## src/rtl/rstsup_pkg.sv

```systemverilog
// Shared types for the reset supervisor.
package rstsup_pkg;
    // Sequencer phases. Drive and inhibit are decoded from these.
    typedef enum logic [2:0] {
        ST_IDLE  = 3'd0,
        ST_PFAIL = 3'd1,
        ST_PHOLD = 3'd2,
        ST_BDEB  = 3'd3,
        ST_BWAIT = 3'd4,
        ST_BHOLD = 3'd5,
        ST_WHOLD = 3'd6
    } rst_state_e;
endpackage

```

## src/rtl/rstsup_line_sync.sv

```systemverilog
// Synchronizes the sensed reset line and flags falling edges.
// Assumes the line idles high. The chain resets to 1 so that no false edge appears.
module rstsup_line_sync #(
    parameter int STAGES = 2
) (
    input  logic clk,
    input  logic rst_n,
    input  logic line_i,
    output logic level_o,
    output logic fall_o
);
    logic [STAGES-1:0] chain_q;
    logic              prev_q;

    // Shift the raw line through the synchronizer chain.
    always_ff @(posedge clk) begin
        if (!rst_n) chain_q <= '1;
        else        chain_q <= {chain_q[STAGES-2:0], line_i};
    end

    // Keep last synchronized level for edge detection.
    always_ff @(posedge clk) begin
        if (!rst_n) prev_q <= 1'b1;
        else        prev_q <= chain_q[STAGES-1];
    end

    assign level_o = chain_q[STAGES-1];
    assign fall_o  = prev_q & ~chain_q[STAGES-1];
endmodule

```

## src/rtl/rstsup_hold_timer.sv

```systemverilog
// Loadable down counter in tick units. zero_o is 1 when the count is zero.
// Assumes tick_i is a single-cycle strobe. A load overrides the tick.
module rstsup_hold_timer #(
    parameter int W = 11
) (
    input  logic         clk,
    input  logic         rst_n,
    input  logic         tick_i,
    input  logic         load_i,
    input  logic [W-1:0] load_val_i,
    output logic         zero_o,
    output logic [W-1:0] count_o
);
    logic [W-1:0] cnt_q;

    // Load on request, otherwise count down one per tick until zero.
    always_ff @(posedge clk) begin
        if (!rst_n)                       cnt_q <= '0;
        else if (load_i)                  cnt_q <= load_val_i;
        else if (tick_i && cnt_q != '0)   cnt_q <= cnt_q - 1'b1;
    end

    assign zero_o  = (cnt_q == '0);
    assign count_o = cnt_q;
endmodule

```

## src/rtl/rstsup_seq.sv

```systemverilog
// Reset phase sequencer: power fail, post-power hold, button debounce/wait/hold,
// and watchdog hold. Power fail wins over every other phase. Line edges are
// accepted only after the line has settled for SETTLE cycles with no drive, so
// the block's own drive never triggers a sequence.
module rstsup_seq
    import rstsup_pkg::*;
#(
    parameter int W          = 11,
    parameter int HOLD_TICKS = 1024,
    parameter int OSC_TICKS  = 512,
    parameter int SETTLE     = 3
) (
    input  logic         clk,
    input  logic         rst_n,
    input  logic         pwr_fail_i,
    input  logic         osc_dis_i,
    input  logic         wdog_req_i,
    input  logic         line_level_i,
    input  logic         line_fall_i,
    input  logic         tmr_zero_i,
    output logic         tmr_load_o,
    output logic [W-1:0] tmr_val_o,
    output logic         drive_o,
    output logic         inhibit_o,
    output rst_state_e   state_o
);
    localparam int SW = $clog2(SETTLE + 1);
    localparam logic [W-1:0]  HOLD_V   = W'(HOLD_TICKS);
    localparam logic [W-1:0]  EXT_V    = W'(HOLD_TICKS + OSC_TICKS);
    localparam logic [SW-1:0] SETTLE_V = SW'(SETTLE);

    rst_state_e    state_q, state_d;
    logic [SW-1:0] settle_q;
    logic          ready;

    // Count settle cycles since the drive was last released.
    always_ff @(posedge clk) begin
        if (!rst_n)              settle_q <= SETTLE_V;
        else if (drive_o)        settle_q <= SETTLE_V;
        else if (settle_q != '0) settle_q <= settle_q - 1'b1;
    end

    assign ready = (settle_q == '0);

    // Next phase and timer load selection.
    always_comb begin
        state_d    = state_q;
        tmr_load_o = 1'b0;
        tmr_val_o  = HOLD_V;
        if (pwr_fail_i) begin
            state_d = ST_PFAIL;
        end else begin
            unique case (state_q)
                ST_IDLE: begin
                    if (wdog_req_i) begin
                        state_d    = ST_WHOLD;
                        tmr_load_o = 1'b1;
                    end else if (line_fall_i && ready) begin
                        state_d    = ST_BDEB;
                        tmr_load_o = 1'b1;
                    end
                end
                ST_PFAIL: begin
                    state_d    = ST_PHOLD;
                    tmr_load_o = 1'b1;
                    tmr_val_o  = osc_dis_i ? EXT_V : HOLD_V;
                end
                ST_BDEB: begin
                    if (tmr_zero_i) state_d = ST_BWAIT;
                end
                ST_BWAIT: begin
                    if (ready && line_level_i) begin
                        state_d    = ST_BHOLD;
                        tmr_load_o = 1'b1;
                    end
                end
                ST_PHOLD, ST_BHOLD, ST_WHOLD: begin
                    if (tmr_zero_i) state_d = ST_IDLE;
                end
                default: state_d = ST_PFAIL;
            endcase
        end
    end

    // Phase register. Reset enters the power-fail phase.
    always_ff @(posedge clk) begin
        if (!rst_n) state_q <= ST_PFAIL;
        else        state_q <= state_d;
    end

    assign drive_o   = (state_q == ST_PFAIL) || (state_q == ST_PHOLD) ||
                       (state_q == ST_BDEB)  || (state_q == ST_BHOLD) ||
                       (state_q == ST_WHOLD);
    assign inhibit_o = (state_q != ST_IDLE);
    assign state_o   = state_q;
endmodule

```

## src/rtl/rstsup_top.sv

```systemverilog
// Reset supervisor top: line synchronizer, hold timer and phase sequencer.
// Assumes tick_i pulses at 4096 Hz (HOLD_TICKS = 1024 gives 250 ms) and that
// pwr_fail_i is already synchronous to clk.
module rstsup_top
    import rstsup_pkg::*;
#(
    parameter int HOLD_TICKS  = 1024,
    parameter int OSC_TICKS   = 512,
    parameter int SYNC_STAGES = 2
) (
    input  logic clk,
    input  logic rst_n,
    input  logic tick_i,
    input  logic pwr_fail_i,
    input  logic osc_dis_i,
    input  logic wdog_req_i,
    input  logic rst_line_i,
    output logic rst_drive_o,
    output logic access_inhibit_o
);
    localparam int CNT_W  = $clog2(HOLD_TICKS + OSC_TICKS + 1);
    localparam int SETTLE = SYNC_STAGES + 1;

    logic             line_level, line_fall;
    logic             tmr_zero, tmr_load;
    logic [CNT_W-1:0] tmr_val, tmr_cnt;
    rst_state_e       state;

    rstsup_line_sync #(.STAGES(SYNC_STAGES)) u_sync (
        .clk     (clk),
        .rst_n   (rst_n),
        .line_i  (rst_line_i),
        .level_o (line_level),
        .fall_o  (line_fall)
    );

    rstsup_hold_timer #(.W(CNT_W)) u_timer (
        .clk        (clk),
        .rst_n      (rst_n),
        .tick_i     (tick_i),
        .load_i     (tmr_load),
        .load_val_i (tmr_val),
        .zero_o     (tmr_zero),
        .count_o    (tmr_cnt)
    );

    rstsup_seq #(
        .W          (CNT_W),
        .HOLD_TICKS (HOLD_TICKS),
        .OSC_TICKS  (OSC_TICKS),
        .SETTLE     (SETTLE)
    ) u_seq (
        .clk          (clk),
        .rst_n        (rst_n),
        .pwr_fail_i   (pwr_fail_i),
        .osc_dis_i    (osc_dis_i),
        .wdog_req_i   (wdog_req_i),
        .line_level_i (line_level),
        .line_fall_i  (line_fall),
        .tmr_zero_i   (tmr_zero),
        .tmr_load_o   (tmr_load),
        .tmr_val_o    (tmr_val),
        .drive_o      (rst_drive_o),
        .inhibit_o    (access_inhibit_o),
        .state_o      (state)
    );
endmodule

```

## config.mk

```make
export PLATFORM = sky130hd
export DESIGN_NAME = rstsup_top
export DESIGN_NICKNAME = d
export VERILOG_FILES = /design/src/rtl/rstsup_pkg.sv /design/src/rtl/rstsup_line_sync.sv /design/src/rtl/rstsup_hold_timer.sv /design/src/rtl/rstsup_seq.sv /design/src/rtl/rstsup_top.sv
export SDC_FILE = /design/constraint.sdc
export NUM_CORES = 1
export LEC_CHECK = 0
export ABC_AREA = 1
export CAP_MARGIN = 10
export CELL_PAD_IN_SITES_DETAIL_PLACEMENT = 1
export CELL_PAD_IN_SITES_GLOBAL_PLACEMENT = 2
export CORE_ASPECT_RATIO = 1.4
export CORE_MARGIN = 8
export CORE_UTILIZATION = 30
export DETAILED_ROUTE_END_ITERATION = 7
export DONT_BUFFER_PORTS = 1
export PLACE_DENSITY_LB_ADDON = 0.3
export SYNTH_ARGS = -nofsm -noshare
export SYNTH_HDL_FRONTEND = slang
export SYNTH_SLANG_ARGS = --single-unit
```

## constraint.sdc

```tcl
create_clock -name clk -period 1.3 [get_ports clk]
set_input_delay 0.39 -clock clk [delete_from_list [all_inputs] [get_ports clk]]
set_output_delay 0.39 -clock clk [all_outputs]
set_load 0.01 [all_outputs]
```

* After elaboration in Yosys (flattened, before gate mapping)
Index checks and enable logic that the tools add are counted.
** Operators by class
- Bitwise gates (word level) :: 3
- Add/subtract/negate cells :: 2
- Reductions and logical operators :: 18
- Mux-type cells :: 16
- Equal/unequal tests :: 10
** Operators with widths (number)
- $mux 11 :: 4
- $mux 3 :: 5
- $pmux 3 s5 :: 1
- $logic_not 11->1 :: 1
- $reduce_bool 11->1 :: 1
- $sub 11x1->11 const B :: 1
- $mux 10 :: 1
- $eq 3x3->1 const B :: 3
- $eq 3x2->1 const B :: 2
- $logic_or 1x1->1 :: 4
- $mux 1 :: 4
- $ne 2x2->1 const B :: 2
- $reduce_and 4->1 :: 1
- $reduce_bool 2->1 :: 2
- $reduce_or 2->1 :: 2
- $eq 3x1->1 const B :: 1
- $logic_and 1x1->1 :: 3
- $logic_not 3->1 :: 1
- $ne 3x2->1 const B :: 1
- $pmux 1 s3 :: 1
- $reduce_bool 3->1 :: 1
- $reduce_or 3->1 :: 1
- $logic_not 2->1 :: 1
- $ne 2x1->1 const B :: 1
- 3 further kinds :: 4
** Word-level totals
- Flip-flop bits (word level) :: 19
- Output and inout bits :: 2
- Bits of input ports :: 7
- Logic and storage cells :: 54

* Longest topological paths before layout
- Word-level depth :: 8
- Gate-level depth with buffers :: 12
- Mapped depth without buffers :: 12

* Hierarchy
Synthesis repeated with hierarchy kept, for this count alone.
** Second synthesis, totals
- Cell total of the unflattened synthesis :: 197
- Area, all modules :: 1291.2 um^2
** Modules (own cells, without submodules)
- rstsup_hold_timer :: area an instance 763.2 um^2, sequential area each 220.2 um^2, cells an instance 118, times used 1
- rstsup_seq :: area an instance 437.9 um^2, sequential area each 100.1 um^2, cells an instance 68, times used 1
- rstsup_line_sync :: area an instance 90.1 um^2, sequential area each 60.1 um^2, cells an instance 11, times used 1

* Worst setup path after synthesis
OpenSTA, ideal clock, no wires.
- Kind :: flip-flop to flip-flop
- Start :: reg u_seq.settle_q[0]
- End :: reg u_timer.cnt_q[3] (netlist: u_timer.count_o[3])
- Clock period less this slack :: 1.368 ns
- Cell stages (with the launch flop) :: 12
- Library setup time :: 0.070 ns
- Data arrival time :: 1.299 ns
- Buffers on the path :: 0
- Required time :: 1.230 ns
- Slack :: -0.068 ns
- Cell sequence :: dfxtp_1 > inv_1 > ha_1 > nand3_1 > nand2_1 > nand2_2 > nand3_2 > nand2_4 > nand2_4 > inv_2 > o21ai_0 > a21oi_1
** Between the ends
- Cells in the longest elaborated chain, start to end :: 7
- Elaborated cells on any way between the ends :: 10
- Those cells by class :: mux: 6; reduce/logical: 4
** RTL lines
- from (decl) :: RTL line rstsup_seq.sv:33 : logic [SW-1:0] settle_q;
- from (signal assigned) :: RTL line rstsup_seq.sv:40 : else if (settle_q != '0) settle_q <= settle_q - 1'b1;
- $logic_not 2->1 (*) :: RTL line rstsup_seq.sv:43 : assign ready = (settle_q == '0);
- $logic_and 1x1->1 :: RTL line rstsup_seq.sv:58 : end else if (line_fall_i && ready) begin
- $mux 1 :: RTL line rstsup_seq.sv:58
- $mux 1 :: RTL line rstsup_seq.sv:55 : if (wdog_req_i) begin
- $pmux 1 s3 (*) :: RTL line rstsup_seq.sv:53 : unique case (state_q)
- $mux 1 (*) :: RTL line rstsup_seq.sv:50 : if (pwr_fail_i) begin
- $mux 11 or $reduce_bool 2->1 (tied branches)
- to (signal assigned) :: RTL line rstsup_hold_timer.sv:19 : else if (load_i) cnt_q <= load_val_i;
- to (signal assigned) :: RTL line rstsup_hold_timer.sv:20 : else if (tick_i && cnt_q != '0) cnt_q <= cnt_q - 1'b1;
- to (decl) :: RTL line rstsup_hold_timer.sv:14 : logic [W-1:0] cnt_q;
Mark *: on every way between the ends. The rest lies on a longest branch, timed or not.
A chain may end at the register's enable or synchronous reset.

* Worst setup path after layout
- Start :: reg u_timer.cnt_q[0] (netlist: u_timer.count_o[0])
- End :: reg u_timer.cnt_q[6] (netlist: u_timer.count_o[6])
** Between the ends
- Cells in the longest elaborated chain, start to end :: 3
- Elaborated cells on any way between the ends :: 6
- Those cells by class :: add/sub: 1; mux: 2; reduce/logical: 3
** RTL lines (RTL line)
- $sub 11x1->11 or $reduce_bool 11->1 (tied branches) :: rstsup_hold_timer.sv:20
- $mux 11 or $logic_and 1x1->1 (tied branches) :: rstsup_hold_timer.sv:20
- $mux 11 or $reduce_bool 2->1 (tied branches)
Parallel ways exist; a longest one is shown, timed or not. The select of a mux whose other input is x is not followed.

==> load_flow_metrics.sql <==
INSERT INTO impl_metrics (metric_group, metric, value, unit) VALUES
('placement', 'hpwlAfterDp', '2410', 'um'),
('power', 'netSwitchingFraction', '0.459', ''),
('die', 'die-width', '65.8', 'um'),
('sta', 'finClkSkew', '9.60', 'ps'),
('sta', 'timing_hold_violations_final', '0', ''),
('detailed_routing', 'remaining_drc_errors', '0', ''),
('sta', 'timing.final.setup_violations', '16', ''),
('synth', 'netlist_area', '0.00104', 'mm^2'),
('synth', 'avgSynthCellArea', '6.87', 'um^2'),
('detailed_routing', 'post_drt_wl_per_cell', '15.7', 'um'),
('worst_hold_path', 'min_delay_path_depth', '1', ''),
('sta', 'slew_headroom', '0.679', ''),
('layout', 'antennaDiodeCount', '0', ''),
('worst_setup_path', 'worstPathMaxFanout', '6', ''),
('sta', 'fin_crit', '1440', 'ps'),
('synth', 'postSynthCellCount', '152', ''),
('worst_hold_path', 'hp-class', 'primary input to register', ''),
('worst_setup_path', 'buffers_and_inverters_on_the_worst_path', '3', ''),
('clock_network', 'worst_skew_late_latency', '270', 'ps'),
('layout', 'multi_input_comb_area', '837', 'um^2'),
('worst_setup_path', 'critPathTopFamily', 'simple AND/OR/NAND/NOR gates', ''),
('worst_setup_path', 'r2r_setup_slack', '-140', 'ps'),
('layout', 'finish.net_count', '204', ''),
('synth', 'number_of_unique_standard_cell_types_used_by_synthesis', '28', ''),
('layout', 'area_delta_synth_final', '68.0', '%'),
('flow_run', 'cap_viol_max_count', '0', ''),
('die', 'ios', '9', ''),
('clock_network', 'cts_root_buffer', 'sky130_fd_sc_hd__clkbuf_8', ''),
('detailed_routing', 'drtIter0Drc', '19', ''),
('placement', 'gp_congestion', '0.761', ''),
('worst_setup_path', 'crit_path_top_delay_cell', 'sky130_fd_sc_hd__dfxtp_2', ''),
('die', 'rows', '25', ''),
('worst_setup_path', 'endpoint_kind', 'register', ''),
('run_status', 'outcome', 'finished, violations left', ''),
('power', 'share_seq_of_total_power', '0.226', ''),
('global_routing', 'grt_first_pass_wirelength', '5520', 'um'),
('sta', 'holdWs', '185', 'ps'),
('power', 'combinational_share_of_power', '0.655', ''),
('detailed_routing', 'via_count', '1150', ''),
('clock_network', 'max-clock-path-buffers', '2', ''),
('detailed_routing', 'finalWirelength', '3670', 'um'),
('layout', 'final_design_area_no_fill', '0.00175', 'mm^2'),
('worst_setup_path', 'worstSetupPathType', 'register to register', ''),
('sta', 'worst_slew_pin_slew', '476', 'ps'),
('sta', 'layout_setup_ws', '-140', 'ps'),
('power', 'proportion_of_power_drawn_by_the_clock_network', '0.119', ''),
('worst_setup_path', 'critical_path.max_stage_delay', '330', 'ps'),
('worst_setup_path', 'regToRegEndpoint', 'u_timer.count_o[6]', ''),
('worst_setup_path', 'cp-startpoint', 'u_timer.count_o[0]', ''),
('layout', 'layout-drive-gt1-share', '0.613', ''),
('die', 'core_area', '0.00335', 'mm^2'),
('detailed_routing', 'drtAntennaViolNets', '0', ''),
('clock_network', 'tritoncts_clock_tree', 'built', ''),
('placement', 'area_post_placement', '0.00125', 'mm^2'),
('worst_setup_path', 'cp.arrival', '1640', 'ps'),
('global_routing', 'number_of_antenna_violations_at_the_first_check_in_global_routing', '0', ''),
('detailed_routing', 'avgViaCountPerCell', '4.91', ''),
('clock_network', 'cts.sink_count', '19', ''),
('run_status', 'failed_checks', 'negative setup slack', ''),
('worst_setup_path', 'cp.required', '1500', 'ps'),
('worst_setup_path', 'critical_path_cell_by_cell', 'inv_2, ha_4, nand2_4, nor2_4, nand2_4, nand2_4, buf_6, inv_6, nand2_1, nand2_1, a21oi_2', ''),
('power', 'power_report.internal_total', '1.96', 'mW'),
('die', 'chipHeight', '85.8', 'um'),
('worst_setup_path', 'critical_path.startpoint_type', 'register', ''),
('power', 'p_leak', '0.774', 'nW'),
('die', 'die_area', '0.00565', 'mm^2'),
('sta', 'grt_setup_unrepaired', 'yes', ''),
('global_routing', 'vias_in_the_first_global_route', '1212', ''),
('synth', 'ys_ff_latch', '19', ''),
('layout', 'layout.filler_cells', '401', ''),
('power', 'irDropWorstVdd', '0.000984', 'V');
## worst min-delay path by stage
stage                      start           endpoint  slack (ps)
4_1_cts                    rst_n      u_sync.prev_q         180
3_3_place_gp   u_sync.chain_q[0]  u_sync.chain_q[1]         400
6_report                   rst_n      u_sync.prev_q         180
3_5_place_dp   u_sync.chain_q[0]  u_sync.chain_q[1]         410
5_1_grt                    rst_n      u_sync.prev_q         180
2_1_floorplan  u_sync.chain_q[0]  u_sync.chain_q[1]         390
## through the flow
stage | power, mW | setup slack [ps] | instances
final | 3.62 | -140 | 234
after global routing | 3.88 | -211 | 234
after CTS | 3.20 | -122 | 230
after detailed placement | 2.33 | -241 | 213
after global placement | 2.29 | -200 | 213
after floorplan | 1.77 | -12.8 | 152
## worst register-to-register path: stages, from the launching register on
cell and delay (ps):
sky130_fd_sc_hd__dfxtp_2 330, sky130_fd_sc_hd__inv_2 80, sky130_fd_sc_hd__ha_4 150, sky130_fd_sc_hd__nand2_4 70
sky130_fd_sc_hd__nor2_4 140, sky130_fd_sc_hd__nand2_4 80, sky130_fd_sc_hd__nand2_4 110, sky130_fd_sc_hd__buf_6 150
sky130_fd_sc_hd__inv_6 50, sky130_fd_sc_hd__nand2_1 50, sky130_fd_sc_hd__nand2_1 60, sky130_fd_sc_hd__a21oi_2 100
## state kept, by name (all words and copies together), names as in the netlist
name,count
u_seq.settle_q,2
u_timer.count_o,11
u_seq.state_o,3
u_sync.prev_q,1
u_sync.chain_q,2
## Yosys cell counts, drive strengths merged
cell type,count,area (um^2)
nand3,15,80.1
or2,3,18.8
nor2,24,100
ha,2,25.0
nand2,37,171
o21ai,6,30.0
dfxtp,19,380
a21boi,1,7.51
nor4,1,6.26
nand4,1,6.26
a21oi,10,53.8
buf,2,18.8
nor3,4,20.0
o211ai,2,15.0
xor2,2,17.5
o31ai,1,7.51
inv,22,85.1
## cell usage in the layout, fill, tap and decap left out, drive strengths merged
cell type | netlist | final
a21oi | 10 | 10
buf | 2 | 40
dfxtp | 19 | 19
o211ai | 2 | 2
nand4 | 1 | 1
o21ai | 6 | 6
nor4 | 1 | 1
or2 | 3 | 3
clkinv | 0 | 1
nand2 | 37 | 37
inv | 22 | 22
clkbuf | 0 | 3
o31ai | 1 | 1
ha | 2 | 2
a21boi | 1 | 1
nor3 | 4 | 4
nor2 | 24 | 24
nand3 | 15 | 15
xor2 | 2 | 2
## cell type report
type | instances | share of cell area
flip-flops and latches | 19 | 0.225
repair buffers | 40 | 0.188
clock buffers | 3 | 0.0236
clock inverters | 1 | 0.00286
inverters | 22 | 0.0542
multi-input cells | 109 | 0.478
well taps | 40 | 0.0286
## per-layer routing
metal / GRT usage / vias to the layer above / routed length [um]
met3: 0.0274 / 9 / 90
met4: 0.0717 / 0 / 104
met5: 0 / - / 0
met1: 0.114 / 556 / 1240
met2: 0.243 / 14 / 2230
li1: - / 571 / -
## cells by family (layout without fill, tap and decap cells)
| logic type | after synthesis | count (layout) | share of synthesized area |
|---|---|---|---|
| compound gates | 20 | 20 | 0.109 |
| xor+xnor | 2 | 2 | 0.0168 |
| fa+ha+maj | 2 | 2 | 0.0240 |
| buf+inv | 24 | 66 | 0.0995 |
| flops | 19 | 19 | 0.365 |
| simple gates | 85 | 85 | 0.386 |
## power by group through the flow
| stage | clock, mW | sequential (mW) | combinational [mW] |
|---|---|---|---|
| finish | 0.431 | 0.816 | 2.37 |
| CTS | 0.437 | 0.795 | 1.97 |
| detailed placement | 0 | 0.796 | 1.54 |
| floorplan | 0 | 0.808 | 0.965 |
| global placement | 0 | 0.790 | 1.50 |
| global route | 0.466 | 0.831 | 2.59 |
## what timing repair did
item                                    CTS  global route
endpoints found under the setup margin   16            16
pin swaps                                18            14
hold buffers                              0             0
resized for setup                        55            40
buffers inserted                         13             6
Power figures use the tool's default switching activity.
